[config.mk]
export PLATFORM = sky130hd
export DESIGN_NAME = sadc_reader
export DESIGN_NICKNAME = d
export VERILOG_FILES = /design/src/rtl/sadc_pkg.sv /design/src/rtl/sadc_tick_gen.sv /design/src/rtl/sadc_shift_in.sv /design/src/rtl/sadc_reader.sv
export SDC_FILE = /design/constraint.sdc
export NUM_CORES = 1
export LEC_CHECK = 0
export ABC_AREA = 1
export CAP_MARGIN = 20
export CORE_ASPECT_RATIO = 0.5
export CORE_UTILIZATION = 60
export CTS_BUF_LIST = sky130_fd_sc_hd__clkbuf_4
export CTS_CLUSTER_DIAMETER = 100
export CTS_CLUSTER_SIZE = 30
export DETAILED_ROUTE_END_ITERATION = 10
export PLACE_DENSITY = 0.84
export SYNTH_ARGS = -nofsm -noshare
export SYNTH_HDL_FRONTEND = slang
export SYNTH_SLANG_ARGS = --single-unit
[constraint.sdc]
create_clock -name clk -period 3.56 [get_ports clk]
set_input_delay 0.712 -clock clk [delete_from_list [all_inputs] [get_ports clk]]
set_output_delay 0.712 -clock clk [all_outputs]
set_load 0.005 [all_outputs]
[src/rtl/sadc_pkg.sv]
package sadc_pkg;

    // Frame layout: start, mode and channel bits, then sample and null slots.
    localparam int CMD_EXTRA    = 2;  // start bit + mode bit on top of channel bits
    localparam int GAP_SLOTS    = 2;  // sample-and-hold slot + null bit slot
    localparam int GUARD_HALVES = 2;  // deselect time in half-periods

    typedef enum logic [1:0] {
        SEQ_IDLE  = 2'd0,
        SEQ_FRAME = 2'd1,
        SEQ_GUARD = 2'd2
    } seq_state_t;

endpackage

[src/rtl/sadc_tick_gen.sv]
module sadc_tick_gen #(
    parameter int DIV_W = 8
) (
    input  logic             clk,
    input  logic             rst_n,
    input  logic             run_i,
    input  logic [DIV_W-1:0] div_i,
    output logic             tick_o
);

    logic [DIV_W-1:0] cnt_d, cnt_q;
    logic [DIV_W-1:0] last_cnt;

    always_comb begin
        last_cnt = (div_i == '0) ? '0 : div_i - 1'b1;
        tick_o   = run_i && (cnt_q >= last_cnt);
        if (!run_i || tick_o) begin
            cnt_d = '0;
        end else begin
            cnt_d = cnt_q + 1'b1;
        end
    end

    always_ff @(posedge clk or negedge rst_n) begin
        if (!rst_n) begin
            cnt_q <= '0;
        end else begin
            cnt_q <= cnt_d;
        end
    end

endmodule

[src/rtl/sadc_shift_in.sv]
module sadc_shift_in #(
    parameter int W = 12
) (
    input  logic         clk,
    input  logic         rst_n,
    input  logic         clear_i,
    input  logic         shift_i,
    input  logic         bit_i,
    output logic [W-1:0] data_o
);

    logic [W-1:0] data_d, data_q;

    always_comb begin
        data_d = data_q;
        if (clear_i) begin
            data_d = '0;
        end else if (shift_i) begin
            data_d = {data_q[W-2:0], bit_i};
        end
    end

    always_ff @(posedge clk or negedge rst_n) begin
        if (!rst_n) begin
            data_q <= '0;
        end else begin
            data_q <= data_d;
        end
    end

    assign data_o = data_q;

endmodule

[src/rtl/sadc_reader.sv]
module sadc_reader
    import sadc_pkg::*;
#(
    parameter int DIV_W = 8,
    parameter int RES_W = 12,
    parameter int CH_W  = 3
) (
    input  logic             clk,
    input  logic             rst_n,
    input  logic             start_i,
    input  logic             single_i,
    input  logic [CH_W-1:0]  chan_i,
    input  logic [DIV_W-1:0] div_i,
    input  logic             miso_i,
    output logic             cs_n_o,
    output logic             sclk_o,
    output logic             mosi_o,
    output logic             busy_o,
    output logic             done_o,
    output logic [RES_W-1:0] result_o
);

    localparam int CMD_W     = CH_W + CMD_EXTRA;
    localparam int PRE_SLOTS = CMD_W + GAP_SLOTS;
    localparam int SLOTS     = PRE_SLOTS + RES_W;
    localparam int HALVES    = 2 * SLOTS;
    localparam int HW        = $clog2(HALVES + 1);

    localparam logic [HW-1:0] PRE_V   = HW'(PRE_SLOTS);
    localparam logic [HW-1:0] CMD_V   = HW'(CMD_W);
    localparam logic [HW-1:0] LAST_V  = HW'(HALVES - 1);
    localparam logic [HW-1:0] GUARD_V = HW'(GUARD_HALVES - 1);

    typedef struct packed {
        seq_state_t       st;
        logic [HW-1:0]    half;
        logic             cs_n;
        logic             sclk;
        logic             mosi;
        logic [CMD_W-1:0] cmd;
        logic             done;
        logic [RES_W-1:0] res;
    } seq_regs_t;

    localparam seq_regs_t SEQ_RESET = '{
        st:   SEQ_IDLE,
        half: '0,
        cs_n: 1'b1,
        sclk: 1'b0,
        mosi: 1'b0,
        cmd:  '0,
        done: 1'b0,
        res:  '0
    };

    seq_regs_t r_d, r_q;

    logic             tick;
    logic             run;
    logic             shift_en;
    logic             clear_sh;
    logic [RES_W-1:0] sh_data;
    logic [HW-1:0]    slot;
    logic [HW-1:0]    nxt_slot;
    logic [CMD_W-1:0] cmd_sh;

    assign run = (r_q.st != SEQ_IDLE);

    sadc_tick_gen #(
        .DIV_W (DIV_W)
    ) u_tick (
        .clk    (clk),
        .rst_n  (rst_n),
        .run_i  (run),
        .div_i  (div_i),
        .tick_o (tick)
    );

    sadc_shift_in #(
        .W (RES_W)
    ) u_shift (
        .clk     (clk),
        .rst_n   (rst_n),
        .clear_i (clear_sh),
        .shift_i (shift_en),
        .bit_i   (miso_i),
        .data_o  (sh_data)
    );

    always_comb begin
        r_d      = r_q;
        r_d.done = 1'b0;
        shift_en = 1'b0;
        clear_sh = 1'b0;
        slot     = {1'b0, r_q.half[HW-1:1]};
        nxt_slot = slot + 1'b1;
        cmd_sh   = r_q.cmd << nxt_slot;

        unique case (r_q.st)
            SEQ_IDLE: begin
                if (start_i) begin
                    r_d.st   = SEQ_FRAME;
                    r_d.half = '0;
                    r_d.cs_n = 1'b0;
                    r_d.sclk = 1'b0;
                    r_d.cmd  = {1'b1, single_i, chan_i};
                    r_d.mosi = 1'b1;
                    clear_sh = 1'b1;
                end
            end
            SEQ_FRAME: begin
                if (tick) begin
                    r_d.half = r_q.half + 1'b1;
                    if (!r_q.half[0]) begin
                        // low half ends: rising edge, converter output settled
                        r_d.sclk = 1'b1;
                        shift_en = (slot >= PRE_V);
                    end else begin
                        r_d.sclk = 1'b0;
                        if (r_q.half == LAST_V) begin
                            r_d.st   = SEQ_GUARD;
                            r_d.half = '0;
                            r_d.cs_n = 1'b1;
                            r_d.mosi = 1'b0;
                            r_d.done = 1'b1;
                            r_d.res  = sh_data;
                        end else begin
                            r_d.mosi = (nxt_slot < CMD_V) ? cmd_sh[CMD_W-1] : 1'b0;
                        end
                    end
                end
            end
            SEQ_GUARD: begin
                if (tick) begin
                    if (r_q.half == GUARD_V) begin
                        r_d.st   = SEQ_IDLE;
                        r_d.half = '0;
                    end else begin
                        r_d.half = r_q.half + 1'b1;
                    end
                end
            end
            default: begin
                r_d = SEQ_RESET;
            end
        endcase
    end

    always_ff @(posedge clk or negedge rst_n) begin
        if (!rst_n) begin
            r_q <= SEQ_RESET;
        end else begin
            r_q <= r_d;
        end
    end

    assign cs_n_o   = r_q.cs_n;
    assign sclk_o   = r_q.sclk;
    assign mosi_o   = r_q.mosi;
    assign busy_o   = run;
    assign done_o   = r_q.done;
    assign result_o = r_q.res;

endmodule

* Word level (Yosys, flattened, before mapping)
Index checks and enable logic that the tools add are counted.
Widths: inputs -> output; s select.
** Word-level totals
- Bits in registers :: 49
- Input bits :: 16
- Logic and storage cells :: 74
** Cells by class
- Add/subtract/negate cells :: 4
- Magnitude comparators :: 3
- Eq/ne operators :: 10
- Shift operators :: 1
- Multiplexer cells :: 27
- Bitwise gates (word level) :: 3
- Reduce and logical (&&, ||, !) cells :: 16
** Operators by type and width (count)
- $mux 13 :: 3
- $pmux 13 s2 :: 1
- $mux 12 :: 2
- $mux 8 :: 3
- $pmux 8 s3 :: 1
- $mux 9 :: 2
- $mux 16 :: 1
- $ne 2x2->1 const B :: 6
- $mux 11 :: 1
- $pmux 5 s2 :: 1
- $mux 1 :: 9
- $pmux 3 s3 :: 1
- $add 8x1->8 const B :: 1
- $ge 8x8->1 :: 1
- $logic_not 8->1 :: 1
- $reduce_and 4->1 :: 2
- $sub 8x1->8 const B :: 1
- $add 5x1->6 const B :: 1
- $add 6x1->6 const B :: 1
- $eq 6x1->1 const B :: 1
- $eq 6x6->1 const B :: 1
- $lt 6x3->1 const B :: 1
- $mux 6 :: 1
- $reduce_and 3->1 :: 2
- 15 further kinds :: 19

* Depth between registers and ports, before layout
- Depth in word-level cells :: 8
- Depth in mapped cells :: 22
- Gate-level depth less buffers :: 21

* Hierarchy
From an unflattened synthesis, not the netlist that was laid out.
** Second synthesis, totals
- Cell total of the unflattened synthesis :: 455
- Area, all modules :: 3367.0 um^2
** By module, submodules not included
- sadc_reader :: instances 1, cells an instance 296, area an instance 2100.8 um^2, seq. area each 726.9 um^2
- sadc_tick_gen :: instances 1, cells an instance 106, area an instance 774.5 um^2, seq. area each 200.2 um^2
- sadc_shift_in :: instances 1, cells an instance 53, area an instance 491.7 um^2, seq. area each 300.3 um^2

* Worst setup path after synthesis
OpenSTA, ideal clock, no wires.
- Path type :: in2reg
- Start :: in div_i[0]
- End :: reg r_q (netlist bit result_o[1])
- Setup time :: 0.116 ns
- Arrival time :: 2.655 ns
- Data required time :: 3.444 ns
- Slack :: 0.789 ns
- Stages on the path :: 22
- Cell sequence :: inv_1 ha_1 inv_1 nor2_1 inv_1 nor3_1 inv_1 o21ai_0 ha_1 nand2_1 nor2_1 nor2_1 nand2_1 nand2_1 nand2_2 nand2_2 nand2_2 nand2_1 nor2_2 buf_6 nand2_1 nand2_1
** On the way
- Word-level cells in the longest chain between the ends :: 6
** RTL lines
- from (decl) :: RTL line sadc_reader.sv:13 : input logic [DIV_W-1:0] div_i,
- $sub 8x1->8 or $logic_not 8->1 (tied branches) :: RTL line sadc_tick_gen.sv:15 : last_cnt = (div_i == '0) ? '0 : div_i - 1'b1;
- $mux 8 * :: RTL line sadc_tick_gen.sv:15
- $ge 8x8->1 * :: RTL line sadc_tick_gen.sv:16 : tick_o = run_i && (cnt_q >= last_cnt);
- $logic_and 1x1->1 * :: RTL line sadc_tick_gen.sv:16
- $ne 2x2->1 (no line) *
- $reduce_and 4->1 (no line) *
- to (signal assigned) :: RTL line sadc_reader.sv:153 : r_q <= r_d;
- to (decl) :: RTL line sadc_reader.sv:56 : seq_regs_t r_d, r_q;
Every way passes the cells marked *; elsewhere a longest branch is shown, timed or not.
A chain may end at the register's enable or synchronous reset.

* Worst setup path in the final report
- Start :: in div_i[0]
- End :: reg u_shift.data_q[3] (netlist: u_shift.data_o[3])
** On the way
- Word-level cells in the longest chain between the ends :: 7
** RTL lines
- $sub 8x1->8 or $logic_not 8->1 (tied branches) :: RTL line sadc_tick_gen.sv:15
- $mux 8 * :: RTL line sadc_tick_gen.sv:15
- $ge 8x8->1 * :: RTL line sadc_tick_gen.sv:16
- $logic_and 1x1->1 * :: RTL line sadc_tick_gen.sv:16
- $mux 1 * :: RTL line sadc_reader.sv:112 : if (tick) begin
- $mux 1 * :: RTL line sadc_reader.sv:99 : unique case (r_q.st)
- $reduce_bool 2->1 (no line) *
- to (signal assigned) :: RTL line sadc_shift_in.sv:27 : data_q <= data_d;
- to (decl) :: RTL line sadc_shift_in.sv:12 : logic [W-1:0] data_d, data_q;
Marked as above.

==> flow_summary.yaml <==
synthesis:
  synth_edf_count: 0
  async_flop_share: 1.00
  yosysUniqueCellTypes: 33
  synthCells: 381
  synthTopCellsByCount: "94 x nand2_1, 48 x dfrtp_1, 48 x inv_1"
  synth_nets: 416
  ys.warnings.count: 0
  synth_top_area_share: 0.409
  syn_area_per_cell_sq_um: 7.71
  synth_area_leaders: "dfrtp_1 41%, nand2_1 12%, ha_1 8.1%"
  synth_ff_type: "dfrtp_1"
  synth_seq_cells: 49
  yosysMostFrequentCell: "nand2_1"
  synth_area_sq_um: 2940
  synth_top_area_cell: "dfrtp_1"
  seq_area_frac_synth: 0.418
die:
  die_y_microns: 51.5
  rows: 17
  die-area_sq_um: 5200
  core_sq_um: 4550
  io_pins: 33
  start_util: 0.645
  die_w_microns: 101
layout:
  final_nets: 440
  diodes: 0
  synthToLayoutAreaGrowth_pct: 12.8
  design_area_sq_um: 3310
  postLayoutCoreUtil: 0.728
  final_layout_size_suffix_gt1_frac: 0.0815
  final_cells: 471
global_route:
  busiest_layer: "met2"
  grt_use_met3: 0.0465
  grt_pass1_wl_microns: 10100
  antenna_found_initial: 0
  grtUsageMet2: 0.453
  grt_usage: 0.255
  grt_pass1_vias: 2344
  grt_overflow: 0
  grt_util_met1: 0.318
  grt_max_degree: 50
clock_tree:
  cts.clk_slew.worst_paths_ns: 0.14
  clock_latency_ns: 0.38
  h-tree-depth: 2
  cts_max_path_buffers: 2
  cts_resized: 0
  root_buffer: "clkbuf_4"
  cts.sinks: 49
  cts_tree: "done"
  cts_buffers: 5
  post_cts_buffers: 0
  postCtsHoldBufs: 0
place:
  pre_cts_slack_ns: -0.00354
  place_congestion: 0.853
  post_dp_cell_area_sq_um: 3220
  place_inst: 463
  hpwl_microns: 4310
  portBuffers: 32
drt:
  routedWlPerCell_microns: 12.4
  ant_nets: 0
  vias_per_cell: 5.26
  routed_wl_microns: 5830
  via_count: 2476
  drtIter0Drc: 105
  firstDrtPassIters: 4
  remaining_drc_errors: 0
worst_setup_path:
  end_kind: "register"
  startpoint_type: "input pin"
  slowest_delay_ns: 0.43
  critical_path_peak_fanout: 9
  crit_family: "simple AND/OR/NAND/NOR gates"
  cp_slowest_cell: "clkdlybuf4s50_1"
  cp.arrival_ns: 3.52
  required_ns: 3.86
  cp.buffers_inverters: 6
  path_cells: "clkdlybuf4s50_1 -> inv_1 -> ha_1 -> inv_1 -> nor2_1 -> inv_1 -> nor3_1 -> inv_1 -> nand3_1 -> ha_1 -> nand2_1 -> nand2_1 -> nor2_1 -> nand2_1 -> nand2_1 -> nand2_2 -> nand2_2 -> inv_1 -> nand2_4 -> nand2_2 -> o21ai_0"
  cp_common_cell: "inv_1"
  crit_type: "input pin to register"
sta:
  fin_skew_ns: 0.00999
  final.setup.tns_ns: 0
  grt_setup_unrepaired: "no"
  setup_viol: 0
  slew_viol_final: 0
  slew-limit-headroom: 0.729
  fin_crit_sh: 0.902
  hold_violations: 0
  fmax_ghz: 0.311
  fin_hold_ws_ns: 0.222
  layout_setup_ws_ns: 0.349
  max_slew.worst_pin.slew_ns: 0.403
  min_period_ns: 3.21
pwr:
  power_per_cell_area_nw_per_um2: 484
  fin_total_pwr_mw: 1.60
  ir_worst_vdd_uv: 242
  p_leak_nw: 1.68
min_path:
  hold_class: "input pin to asynchronous set/reset pin"
run_status:
  status: "complete, no violations"
flow_run:
  maxCapViolCount: 0
[power by group]
part	leakage, nW	switching (mW)	internal, mW
Clock	0.0410	0.175	0.143
Sequential	0.667	0.0565	0.628
Combinational	0.970	0.378	0.221
[registers in the layout (all words and copies together), names as in the netlist]
name / count
sclk_o: 1
mosi_o: 1
r_q: 13
cs_n_o: 1
result_o: 12
done_o: 1
u_tick.cnt_q: 8
u_shift.data_o: 12
[final timing paths]
path	to	startpoint	slack, ns	cells past startpoint
worst max-delay path	u_shift.data_o[3]$_DFFE_PN0P_	div_i[0]	0.35	21
worst min-delay path	result_o[9]$_DFFE_PN0P_	rst_n	0.22	1
worst max register to register	r_q[28]$_DFFE_PN0P_	r_q[27]$_DFFE_PN0P_	1.46	10
worst min register to register	u_tick.cnt_q[0]$_DFF_PN0_	u_tick.cnt_q[0]$_DFF_PN0_	0.47	1
max in group asynchronous	cs_n_o$_DFFE_PN1P_	rst_n	2.77	2
min in group clk	u_tick.cnt_q[0]$_DFF_PN0_	u_tick.cnt_q[0]$_DFF_PN0_	0.47	1
[area by class of cell]
class                           count  area [sq um]
Tap cell                           66          82.6
Inverter                           51           191
Multi-Input combinational cell    264          1380
Fill cell                         358          1240
Timing Repair Buffer               34           355
Clock inverter                      2          35.0
Sequential cell                    49          1230
Clock buffer                        5          37.5
[cells in the final DEF, fill, tap and decap left out, types with 2 or more instances in the layout]
master and instances:
nand4_1 6, nand2_1 94, o21ai_0 31, inv_2 3, clkbuf_4 5, buf_12 2
dfrtp_1 48, or2_2 3, ha_1 19, nor3_1 6, nor3b_1 2, nor2_2 5
a21oi_1 11, nand2_2 5, nand4_2 2, nand3_1 22, nor2_1 44, inv_1 48
clkdlybuf4s50_1 31
[cell families after synthesis]
group / Yosys count / synth area share
AO/OA/AOI/OAI: 49 / 0.0903
XOR/XNOR: 2 / 0.00597
adder cells (fa/ha/maj): 19 / 0.0810
buffers and inverters: 68 / 0.111
flip-flops: 49 / 0.418
AND/OR/NAND/NOR: 194 / 0.294
[metal layers]
| layer | vias to the layer above | share of wire |
|---|---|---|
| li1 | 1247 | - |
| met1 | 1167 | 0.48 |
| met2 | 54 | 0.47 |
| met3 | 8 | 0.044 |
| met4 | 0 | 0.012 |
| met5 | - | 0 |
Note: power is estimated with default switching activity, not from simulation.
